File: config.mk
export PLATFORM = sky130hd
export DESIGN_NAME = sysctl_regbank
export DESIGN_NICKNAME = d
export VERILOG_FILES = /design/src/rtl/sysctl_pkg.sv /design/src/rtl/sysctl_sync.sv /design/src/rtl/sysctl_evtflag.sv /design/src/rtl/sysctl_keyreg.sv /design/src/rtl/sysctl_regbank.sv
export SDC_FILE = /design/constraint.sdc
export NUM_CORES = 1
export LEC_CHECK = 0
export ABC_AREA = 1
export BUFFER_PORTS_ARGS = -buffer_cell sky130_fd_sc_hd__buf_4
export CAP_MARGIN = 25
export CORE_AREA = 4 4 102 104
export DETAILED_ROUTE_END_ITERATION = 16
export DIE_AREA = 0 0 106 108
export PLACE_DENSITY = 0.63
export REMOVE_ABC_BUFFERS = 1
export SLEW_MARGIN = 25
export SYNTH_ARGS = -nofsm -noshare
export SYNTH_HDL_FRONTEND = slang
export SYNTH_SLANG_ARGS = --single-unit
File: constraint.sdc
create_clock -name clk -period 1.53 [get_ports clk]
set_input_delay 0.306 -clock clk [delete_from_list [all_inputs] [get_ports clk]]
set_output_delay 0.306 -clock clk [all_outputs]
set_load 0.03 [all_outputs]
File: src/rtl/sysctl_pkg.sv
package sysctl_pkg;
    localparam int unsigned WORD_W = 32;

    // register offsets (byte addresses)
    localparam logic [11:0] OFF_IDENT = 12'h000;
    localparam logic [11:0] OFF_ATEST = 12'h100;
    localparam logic [11:0] OFF_SENS  = 12'h108;
    localparam logic [11:0] OFF_CMP   = 12'h10C;
    localparam logic [11:0] OFF_DEVID = 12'h3FC;
    localparam logic [11:0] OFF_PART  = 12'h7F8;

    // unlock code for the analog-test word
    localparam int unsigned KEY_W     = 8;
    localparam logic [KEY_W-1:0] UNLOCK_CODE = 8'h5A;
    localparam int unsigned ATEST_W   = 9;
    localparam logic [ATEST_W-1:0] ATEST_RST = 9'h00F;

    // comparator word layout
    localparam logic [WORD_W-1:0] CMP_RW_MASK = 32'h7027_7FFF;
    localparam int unsigned CMP_FLAG_BIT  = 24;
    localparam int unsigned CMP_LVL_BIT   = 20;
    localparam int unsigned CMP_WAKE_BIT  = 18;
    localparam int unsigned CMP_EVEN_BIT  = 17;
    localparam int unsigned CMP_FALL_BIT  = 16;

    localparam logic [1:0] SENS_OFF_CODE = 2'd3;

    typedef struct packed {
        logic [1:0]        sens_sel;
        logic [3:0]        sens_spare;
        logic [WORD_W-1:0] cmp_cfg;
        logic [WORD_W-1:0] part_id;
    } bank_t;
endpackage

File: src/rtl/sysctl_sync.sv
module sysctl_sync #(
    parameter int unsigned STAGES = 2
) (
    input  logic clk,
    input  logic rst_n,
    input  logic async_i,
    output logic sync_o
);
    logic [STAGES-1:0] chain_d, chain_q;

    generate
        if (STAGES == 1) begin : g_single
            always_comb chain_d = async_i;
        end else begin : g_multi
            always_comb chain_d = {chain_q[STAGES-2:0], async_i};
        end
    endgenerate

    always_ff @(posedge clk or negedge rst_n) begin
        if (!rst_n) chain_q <= '0;
        else        chain_q <= chain_d;
    end

    assign sync_o = chain_q[STAGES-1];
endmodule

File: src/rtl/sysctl_evtflag.sv
module sysctl_evtflag (
    input  logic clk,
    input  logic rst_n,
    input  logic sig_i,
    input  logic fall_sel_i,
    input  logic clr_i,
    output logic flag_o
);
    typedef struct packed {
        logic prev;
        logic flag;
    } st_t;

    st_t  st_d, st_q;
    logic hit;

    always_comb begin
        st_d      = st_q;
        hit       = fall_sel_i ? (st_q.prev & ~sig_i) : (sig_i & ~st_q.prev);
        st_d.prev = sig_i;
        // a detected edge takes priority over a software clear
        st_d.flag = hit | (st_q.flag & ~clr_i);
    end

    always_ff @(posedge clk or negedge rst_n) begin
        if (!rst_n) st_q <= '0;
        else        st_q <= st_d;
    end

    assign flag_o = st_q.flag;


    rise_sets_flag_chk: assert property (@(posedge clk) disable iff (!rst_n)
        (!fall_sel_i && sig_i && !st_q.prev) |=> flag_o);

    fall_sets_flag_chk: assert property (@(posedge clk) disable iff (!rst_n)
        (fall_sel_i && !sig_i && st_q.prev) |=> flag_o);

    flag_sticky_chk: assert property (@(posedge clk) disable iff (!rst_n)
        (flag_o && !clr_i) |=> flag_o);

    flag_clear_chk: assert property (@(posedge clk) disable iff (!rst_n)
        (clr_i && !hit) |=> !flag_o);
endmodule

File: src/rtl/sysctl_keyreg.sv
module sysctl_keyreg #(
    parameter int unsigned          W     = 9,
    parameter int unsigned          KW    = 8,
    parameter logic [W-1:0]         RST   = '0,
    parameter logic [KW-1:0]        CODE  = '0
) (
    input  logic          clk,
    input  logic          rst_n,
    input  logic          wr_i,
    input  logic [KW-1:0] key_i,
    input  logic [W-1:0]  data_i,
    output logic [W-1:0]  q_o
);
    logic [W-1:0] val_d, val_q;
    logic         unlocked;

    always_comb begin
        unlocked = (key_i == CODE);
        val_d    = val_q;
        if (wr_i && unlocked) val_d = data_i;
    end

    always_ff @(posedge clk or negedge rst_n) begin
        if (!rst_n) val_q <= RST;
        else        val_q <= val_d;
    end

    assign q_o = val_q;


    key_ok_load_chk: assert property (@(posedge clk) disable iff (!rst_n)
        (wr_i && key_i == CODE) |=> (q_o == $past(data_i)));

    key_bad_hold_chk: assert property (@(posedge clk) disable iff (!rst_n)
        (wr_i && key_i != CODE) |=> $stable(q_o));
endmodule

File: src/rtl/sysctl_regbank.sv
module sysctl_regbank
    import sysctl_pkg::*;
#(
    parameter int unsigned ADDR_W      = 12,
    parameter logic [15:0] MOD_ID      = 16'h6B4E,
    parameter logic [3:0]  STD_OFF     = 4'h0,
    parameter logic [3:0]  INST_IDX    = 4'h0,
    parameter logic [3:0]  REV_MAJ     = 4'h1,
    parameter logic [3:0]  REV_MIN     = 4'h0,
    parameter logic [31:0] DEV_ID      = 32'h0BB8_402F,
    parameter int unsigned SYNC_STAGES = 2
) (
    input  logic              clk,
    input  logic              rst_n,
    input  logic [ADDR_W-1:0] bus_addr,
    input  logic              bus_wr,
    input  logic [31:0]       bus_wdata,
    output logic [31:0]       bus_rdata,
    input  logic              cmp_async_i,
    output logic [8:0]        atest_sw_o,
    output logic [1:0]        tsens_sel_o,
    output logic              tsens_on_o,
    output logic              cmp_event_o,
    output logic              cmp_wake_o
);
    localparam logic [ADDR_W-1:0] A_IDENT = ADDR_W'(OFF_IDENT);
    localparam logic [ADDR_W-1:0] A_ATEST = ADDR_W'(OFF_ATEST);
    localparam logic [ADDR_W-1:0] A_SENS  = ADDR_W'(OFF_SENS);
    localparam logic [ADDR_W-1:0] A_CMP   = ADDR_W'(OFF_CMP);
    localparam logic [ADDR_W-1:0] A_DEVID = ADDR_W'(OFF_DEVID);
    localparam logic [ADDR_W-1:0] A_PART  = ADDR_W'(OFF_PART);
    localparam logic [31:0] IDENT_VAL = {MOD_ID, STD_OFF, INST_IDX, REV_MAJ, REV_MIN};
    localparam logic [31:0] DEVID_VAL = DEV_ID | 32'd1;

    bank_t  bank_d, bank_q;
    logic   hit_ident, hit_atest, hit_sens, hit_cmp, hit_devid, hit_part, any_hit;
    logic   cmp_lvl, evt_flag, flag_clr;
    logic [ATEST_W-1:0] atest_q;

    always_comb begin
        hit_ident = (bus_addr == A_IDENT);
        hit_atest = (bus_addr == A_ATEST);
        hit_sens  = (bus_addr == A_SENS);
        hit_cmp   = (bus_addr == A_CMP);
        hit_devid = (bus_addr == A_DEVID);
        hit_part  = (bus_addr == A_PART);
        any_hit   = hit_ident | hit_atest | hit_sens | hit_cmp | hit_devid | hit_part;
    end

    // unlock-gated analog-test word
    sysctl_keyreg #(
        .W    (ATEST_W),
        .KW   (KEY_W),
        .RST  (ATEST_RST),
        .CODE (UNLOCK_CODE)
    ) u_atest (
        .clk    (clk),
        .rst_n  (rst_n),
        .wr_i   (bus_wr & hit_atest),
        .key_i  (bus_wdata[31:32-KEY_W]),
        .data_i (bus_wdata[ATEST_W-1:0]),
        .q_o    (atest_q)
    );

    sysctl_sync #(.STAGES(SYNC_STAGES)) u_sync (
        .clk     (clk),
        .rst_n   (rst_n),
        .async_i (cmp_async_i),
        .sync_o  (cmp_lvl)
    );

    always_comb flag_clr = bus_wr & hit_cmp & ~bus_wdata[CMP_FLAG_BIT];

    sysctl_evtflag u_flag (
        .clk        (clk),
        .rst_n      (rst_n),
        .sig_i      (cmp_lvl),
        .fall_sel_i (bank_q.cmp_cfg[CMP_FALL_BIT]),
        .clr_i      (flag_clr),
        .flag_o     (evt_flag)
    );

    // next-state for the plain read/write words
    always_comb begin
        bank_d = bank_q;
        if (bus_wr && hit_sens) begin
            bank_d.sens_sel   = bus_wdata[1:0];
            bank_d.sens_spare = bus_wdata[11:8];
        end
        if (bus_wr && hit_cmp)  bank_d.cmp_cfg = bus_wdata & CMP_RW_MASK;
        if (bus_wr && hit_part) bank_d.part_id = bus_wdata;
    end

    always_ff @(posedge clk or negedge rst_n) begin
        if (!rst_n) bank_q <= '0;
        else        bank_q <= bank_d;
    end

    // read return
    always_comb begin
        bus_rdata = '0;
        if (hit_ident) bus_rdata = IDENT_VAL;
        if (hit_atest) bus_rdata = {{(32-ATEST_W){1'b0}}, atest_q};
        if (hit_sens)  bus_rdata = {20'd0, bank_q.sens_spare, 6'd0, bank_q.sens_sel};
        if (hit_cmp) begin
            bus_rdata = bank_q.cmp_cfg;
            bus_rdata[CMP_FLAG_BIT] = evt_flag;
            bus_rdata[CMP_LVL_BIT]  = cmp_lvl;
        end
        if (hit_devid) bus_rdata = DEVID_VAL;
        if (hit_part)  bus_rdata = bank_q.part_id;
    end

    assign atest_sw_o  = atest_q;
    assign tsens_sel_o = bank_q.sens_sel;
    assign tsens_on_o  = (bank_q.sens_sel != SENS_OFF_CODE);
    assign cmp_event_o = bank_q.cmp_cfg[CMP_EVEN_BIT] & evt_flag;
    assign cmp_wake_o  = bank_q.cmp_cfg[CMP_WAKE_BIT] & cmp_lvl;


    part_write_chk: assert property (@(posedge clk) disable iff (!rst_n)
        (bus_wr && hit_part) |=> (bank_q.part_id == $past(bus_wdata)));

    unmapped_write_chk: assert property (@(posedge clk) disable iff (!rst_n)
        (bus_wr && !any_hit) |=> (bank_q == $past(bank_q)));

    cmp_reserved_chk: assert property (@(posedge clk) disable iff (!rst_n)
        (bank_q.cmp_cfg & ~CMP_RW_MASK) == 32'd0);
endmodule

After elaboration in Yosys (flattened, before gate mapping) --
Index checks and enable logic that the tools add are counted.
Operators by class: equality and inequality tests 7, multiplexer cells 7, bitwise gates (word level) 13, reductions and logical operators 5
Operators by type and width (count):
- 2-to-1 mux 32 bit | 5
- equality test 12 x 9 -> 1 bit (second input constant) | 3
- 2-to-1 mux 31 bit | 1
- equality test 12 x 10 -> 1 bit (second input constant) | 1
- equality test 12 x 11 -> 1 bit (second input constant) | 1
- zero test 12 bit | 1
- bitwise AND 1 bit | 8
- equality test 8 x 7 -> 1 bit (second input constant) | 1
- logical AND 1 bit | 4
- inverter 1 bit | 4
- != test 2 bit (second input constant) | 1
- 2-to-1 mux 1 bit | 1
- OR 1 bit | 1
Word-level totals: flip-flop bits (word level) 73, bits of input ports 48, output and inout port bits 46, word-level logic and storage cells 40

Logic depth before layout (Yosys ltp) --
word-level depth 7, gate-level depth with buffers 10, gate-level depth less buffers 9

By module --
From an unflattened synthesis, not the netlist that was laid out.
Second synthesis, totals: cells, all modules 499, area total of the unflattened synthesis 3806.2 sq um
By module, submodules not included:
- sysctl_regbank | times used 1, cells each 443, area each 3221.8 sq um, sequential area each 1501.4 sq um
- sysctl_keyreg | times used 1, cells each 44, area each 450.4 sq um, sequential area each 230.2 sq um
- sysctl_evtflag | times used 1, cells each 10, area each 83.8 sq um, sequential area each 50.0 sq um
- sysctl_sync | times used 1, cells each 2, area each 50.0 sq um, sequential area each 50.0 sq um

Worst setup path after synthesis --
OpenSTA, ideal clock, no wires.
path kind input to output, start point input bus_addr[1], end point output bus_rdata[12], data arrival time 1570 ps, data required time 1224 ps, slack -346 ps, stages 6, buffers on the path 1, cells stage by stage nor2_4 > nand2_1 > nor2_1 > nand2_1 > clkbuf_1 > o21ai_0
Between the ends: longest elaborated chain between the ends 6, elaborated cells on any way between the ends 10, classes of those cells eq/ne: 5; mux: 5
Ends and longest elaborated chain:
- start, declared | line sysctl_regbank.sv:15 | input logic [ADDR_W-1:0] bus_addr,
- equality test 12 x 9 -> 1 bit | line sysctl_regbank.sv:42 | hit_atest = (bus_addr == A_ATEST);
- 2-to-1 mux 32 bit | line sysctl_regbank.sv:103 | if (hit_atest) bus_rdata = {{(32-ATEST_W){1'b0}}, atest_q};
- 2-to-1 mux 32 bit | line sysctl_regbank.sv:104 | if (hit_sens) bus_rdata = {20'd0, bank_q.sens_spare, 6'd0, bank_q.sens_sel};
- 2-to-1 mux 32 bit | line sysctl_regbank.sv:105 | if (hit_cmp) begin
- 2-to-1 mux 32 bit | line sysctl_regbank.sv:110 | if (hit_devid) bus_rdata = DEVID_VAL;
- 2-to-1 mux 32 bit (*) | line sysctl_regbank.sv:111 | if (hit_part) bus_rdata = bank_q.part_id;
- end, declared | line sysctl_regbank.sv:18 | output logic [31:0] bus_rdata,
Every way passes the cells marked *; elsewhere a longest branch is shown, timed or not.

Final worst setup path --
start point input bus_addr[0], end point output bus_rdata[24]
Between the ends: longest elaborated chain between the ends 7, elaborated cells on any way between the ends 12, classes of those cells eq/ne: 5; mux: 6; reduce/logical: 1
Ends and longest elaborated chain:
- zero test 12 bit | line sysctl_regbank.sv:41 | hit_ident = (bus_addr == A_IDENT);
- 2-to-1 mux 31 bit | line sysctl_regbank.sv:102 | if (hit_ident) bus_rdata = IDENT_VAL;
- 2-to-1 mux 32 bit | line sysctl_regbank.sv:103
- 2-to-1 mux 32 bit | line sysctl_regbank.sv:104
- 2-to-1 mux 32 bit | line sysctl_regbank.sv:105
- 2-to-1 mux 32 bit | line sysctl_regbank.sv:110
- 2-to-1 mux 32 bit (*) | line sysctl_regbank.sv:111
Marks and branches as above.

==> impl_results.md <==
* Status: finished, violations left
* Failing checks: setup timing
* GR Util All Layers at 19.15%
* Syn Area/Cell at a little over 8 µm²
* Slew Viols, Final at 0
* Top-count cell post-synth: nand2_1
* CP max stage delay at ~0.2 ns
* Comb pwr share at around 8.9%
* Unrepaired setup endpoints after global routing: yes
* CTS Buf Count at 9
* Pre-Repair DR Iteration Count at 5
* Flop pwr share at between 50 and 60%
* Syn. warnings at 0
* Critical Path AT at approximately 1.5 ns
* Netlist cell types at 28
* Slowest cell on crit path: buf_4
* Via count at between 3000 and 4000
* Psw at roughly 0.00089 W
* WHS at ~0.071 ns
* Max Cap Viol at 0
* Post-DRT Antenna Nets at 0
* Worst Max-Slew Pin Slew at around 0.37 ns
* CORE AREA at 9549 µm²
* Clk sink count at 73
* CTS root buf: clkbuf_8
* Worst hold-check path type: in -> reg
* FMAX at 570.4 MHz
* Largest net degree at the start of global routing at 38
* CTS tree: built
* WL/cell at ~14 µm
* Clock skew at 0.0006048 ns
* Final RePlAce weighted congestion at 0.8548
* Pleak at 2.850 nW
* DRC at 0
* Worst path bufs/invs at 4
* Total die area at approximately 11000 µm²
* Setup violations, final at 32
* Synth area leader: dfrtp_1
* Skew-Pair Late Insertion Delay at approximately 0.34 ns
* CP Capture Point: bus_rdata[24]
* Die X at 106 µm
* Ant diodes at 0
* Synthesized cell area at 3729 µm²
* Post-synth EDFFs at 0
* Die H at around 110 µm
* Reg-to-Reg End: u_atest.q_o[0]
* Share of cells above drive strength 1 at 43.02%
* Vias in the first global route at approximately 3600
* Main synth FF type: dfrtp_1
* Pre-CTS WS at -0.3200 ns
* Worst setup margin at -0.2232 ns
* Sw frac at a little under a quarter
* WP depth at 10
* Final Hold Vio Count at 0
* Peak supply drop at between 0.0004 and 0.0005 V
* Cell family with most CP delay: simple AND/OR/NAND/NOR gates
* Htree depth at 3
* Crit. End Element: primary output
* First-pass GRT wire length at 17240 µm
* Worst Setup Start Kind: primary input
* Placed wire-length estimate at ~7400 µm
* Tot Pwr at about 0.0038 W
* Final net count at between 600 and 700
* Initial detailed-routing violation count at between 150 and 200
* Hold path depth at 1
* Via-per-instance ratio at roughly 4.8
* Worst r2r path cells at 3
* Maximum buffer depth of the clock tree at 2
* Slew HR at around 75%
* Worst endpoint required time at between 1 and 1.5 ns
* Crit Path Max Fanout at 4
* Reg-to-reg critical path startpoint: u_atest.q_o[0]
* Ys async rst share at 100.0%
* Reg-to-reg setup timing slack at 0.69 ns
* Synthesis-stage register bit count at 73
* Antenna violations before repair at 0
* Post-Route Setup TNS at -5.236 ns
* Period minus WS final at between 1.5 and 2 ns
* Std cell rows at 36
* I/O Pins at 94
* Crit path from: bus_addr[0]
* Drt total wl at around 11000 µm
* Port Buffers at a little over 90
* Crit-path cells: buf_6 > nor2_4 > buf_6 > nand2_4 > nor2_4 > nand2_2 > nand2_1 > inv_2 > o211ai_1 > buf_4
* Pwr Density at between 600 and 700 nW/µm²
* Clock share of power at approximately 40%
* Synth top area cells: dfrtp_1, nand2_1, inv_1
* Critical path class: in -> out
* Pint at between 0.002 and 0.003 W
* Synth top cells by count: nand2_1, dfrtp_1, inv_1, o21ai_0, nor2_1
* Congestion Overflow GR at 0
* Clock-pin slew on the worst setup and hold paths at around 0.07 ns
* Share of the synthesized area in the top cell type at a little under half
* Initial Util at 39.05%
* Post-synthesis sequential area ratio at between 40 and 50%
* Area delta synth->final at 47.25%
* Final period util at 114.6%
* Synth Instances at ~460
-- final cells by class --
cell class                 count  area (µm²)
fill                         883        4059
sequential                    73        1832
multi-input combinational    299        1727
timing repair buffer         146        1281
inverter                      67       269.0
tap                          133       166.4
clock buffer                  13       158.9
clock inverter                 3       40.04
timing repair inverter         1       16.27
-- power by group through the flow --
stage	logic, W	registers [W]	clock network, W
6_report	0.000339	0.00195	0.00154
5_1_grt	0.000373	0.00195	0.00165
4_1_cts	0.000331	0.00195	0.00157
3_5_place_dp	0.000277	0.00199	0
3_3_place_gp	0.000274	0.00198	0
2_1_floorplan	0.0000672	0.00198	0
-- worst register-to-register path: cells and delay by family (launching register included) --
family | cells | cell delay [ns]
AND/OR/NAND/NOR | 1 | 0.06
buffers and inverters | 1 | 0.11
flip-flops | 1 | 0.55
AO/OA/AOI/OAI | 1 | 0.05
-- placed cells by master (no fill, tap or decap), drive strengths merged --
master	instances
nor2	36
nand2	138
dfstp	4
o2111ai	1
nand3	30
clkinv	4
dfrtp	69
o22ai	1
buf	145
bufinv	1
dlygate4sd3	1
nand4	6
o211ai	13
o21ai	70
inv	66
nor3	4
clkbuf	13
-- repair_timing --
| item | 4_1_cts | 5_1_grt |
|---|---|---|
| setup endpoints to repair | 32 | 32 |
| pin swaps | 24 | 17 |
| gates resized for setup | 78 | 37 |
| cloned | 1 | 0 |
| hold buffers | 1 | 0 |
| endpoints found under the hold margin | 14 | 0 |
| buffers inserted | 10 | 6 |
-- through the flow --
| step | cells | utilization [%] | area (µm²) |
|---|---|---|---|
| 2_1_floorplan | 439 | - | 3602 |
| 3_3_place_gp | 702 | 50.21 | 4795 |
| 3_5_place_dp | 702 | 50.21 | 4795 |
| 4_1_cts | 729 | 55.65 | 5314 |
| 5_1_grt | 735 | 57.49 | 5490 |
| 6_report | 735 | 57.49 | 5490 |
-- routing by layer --
| metal | up-vias | GRT usage [%] | routed length (µm) |
|---|---|---|---|
| li1 | 1735 | - | - |
| met1 | 1668 | 24.20 | 4517 |
| met2 | 96 | 33.47 | 5386 |
| met3 | 11 | 2.985 | 571 |
| met4 | 0 | 6.846 | 138 |
| met5 | - | 0 | 0 |
-- how the worst min path moves through the flow --
stage                           start           endpoint  slack (ns)
after floorplan                 rst_n          bank_q[0]        0.01
after global placement          rst_n          bank_q[3]        0.21
after detailed placement        rst_n          bank_q[3]        0.21
after CTS                 cmp_async_i  u_sync.chain_q[0]        0.06
after global routing      cmp_async_i  u_sync.chain_q[0]        0.06
final                     cmp_async_i  u_sync.chain_q[0]        0.07
-- sequential cells by signal, summed over array words and instances (netlist names) --
name / flops
u_sync.chain_q: 2
tsens_sel_o: 2
bank_q: 58
u_atest.q_o: 9
u_flag.st_q: 1
u_flag.flag_o: 1
-- cells by family after synthesis --
family | count (synthesis) | share of synthesized area (%)
buffers and inverters | 85 | 10.27
and+or+nand+nor | 214 | 26.07
AOI/OAI and AO/OA | 85 | 14.53
DFF | 73 | 49.13
Power figures use the tool's default switching activity.
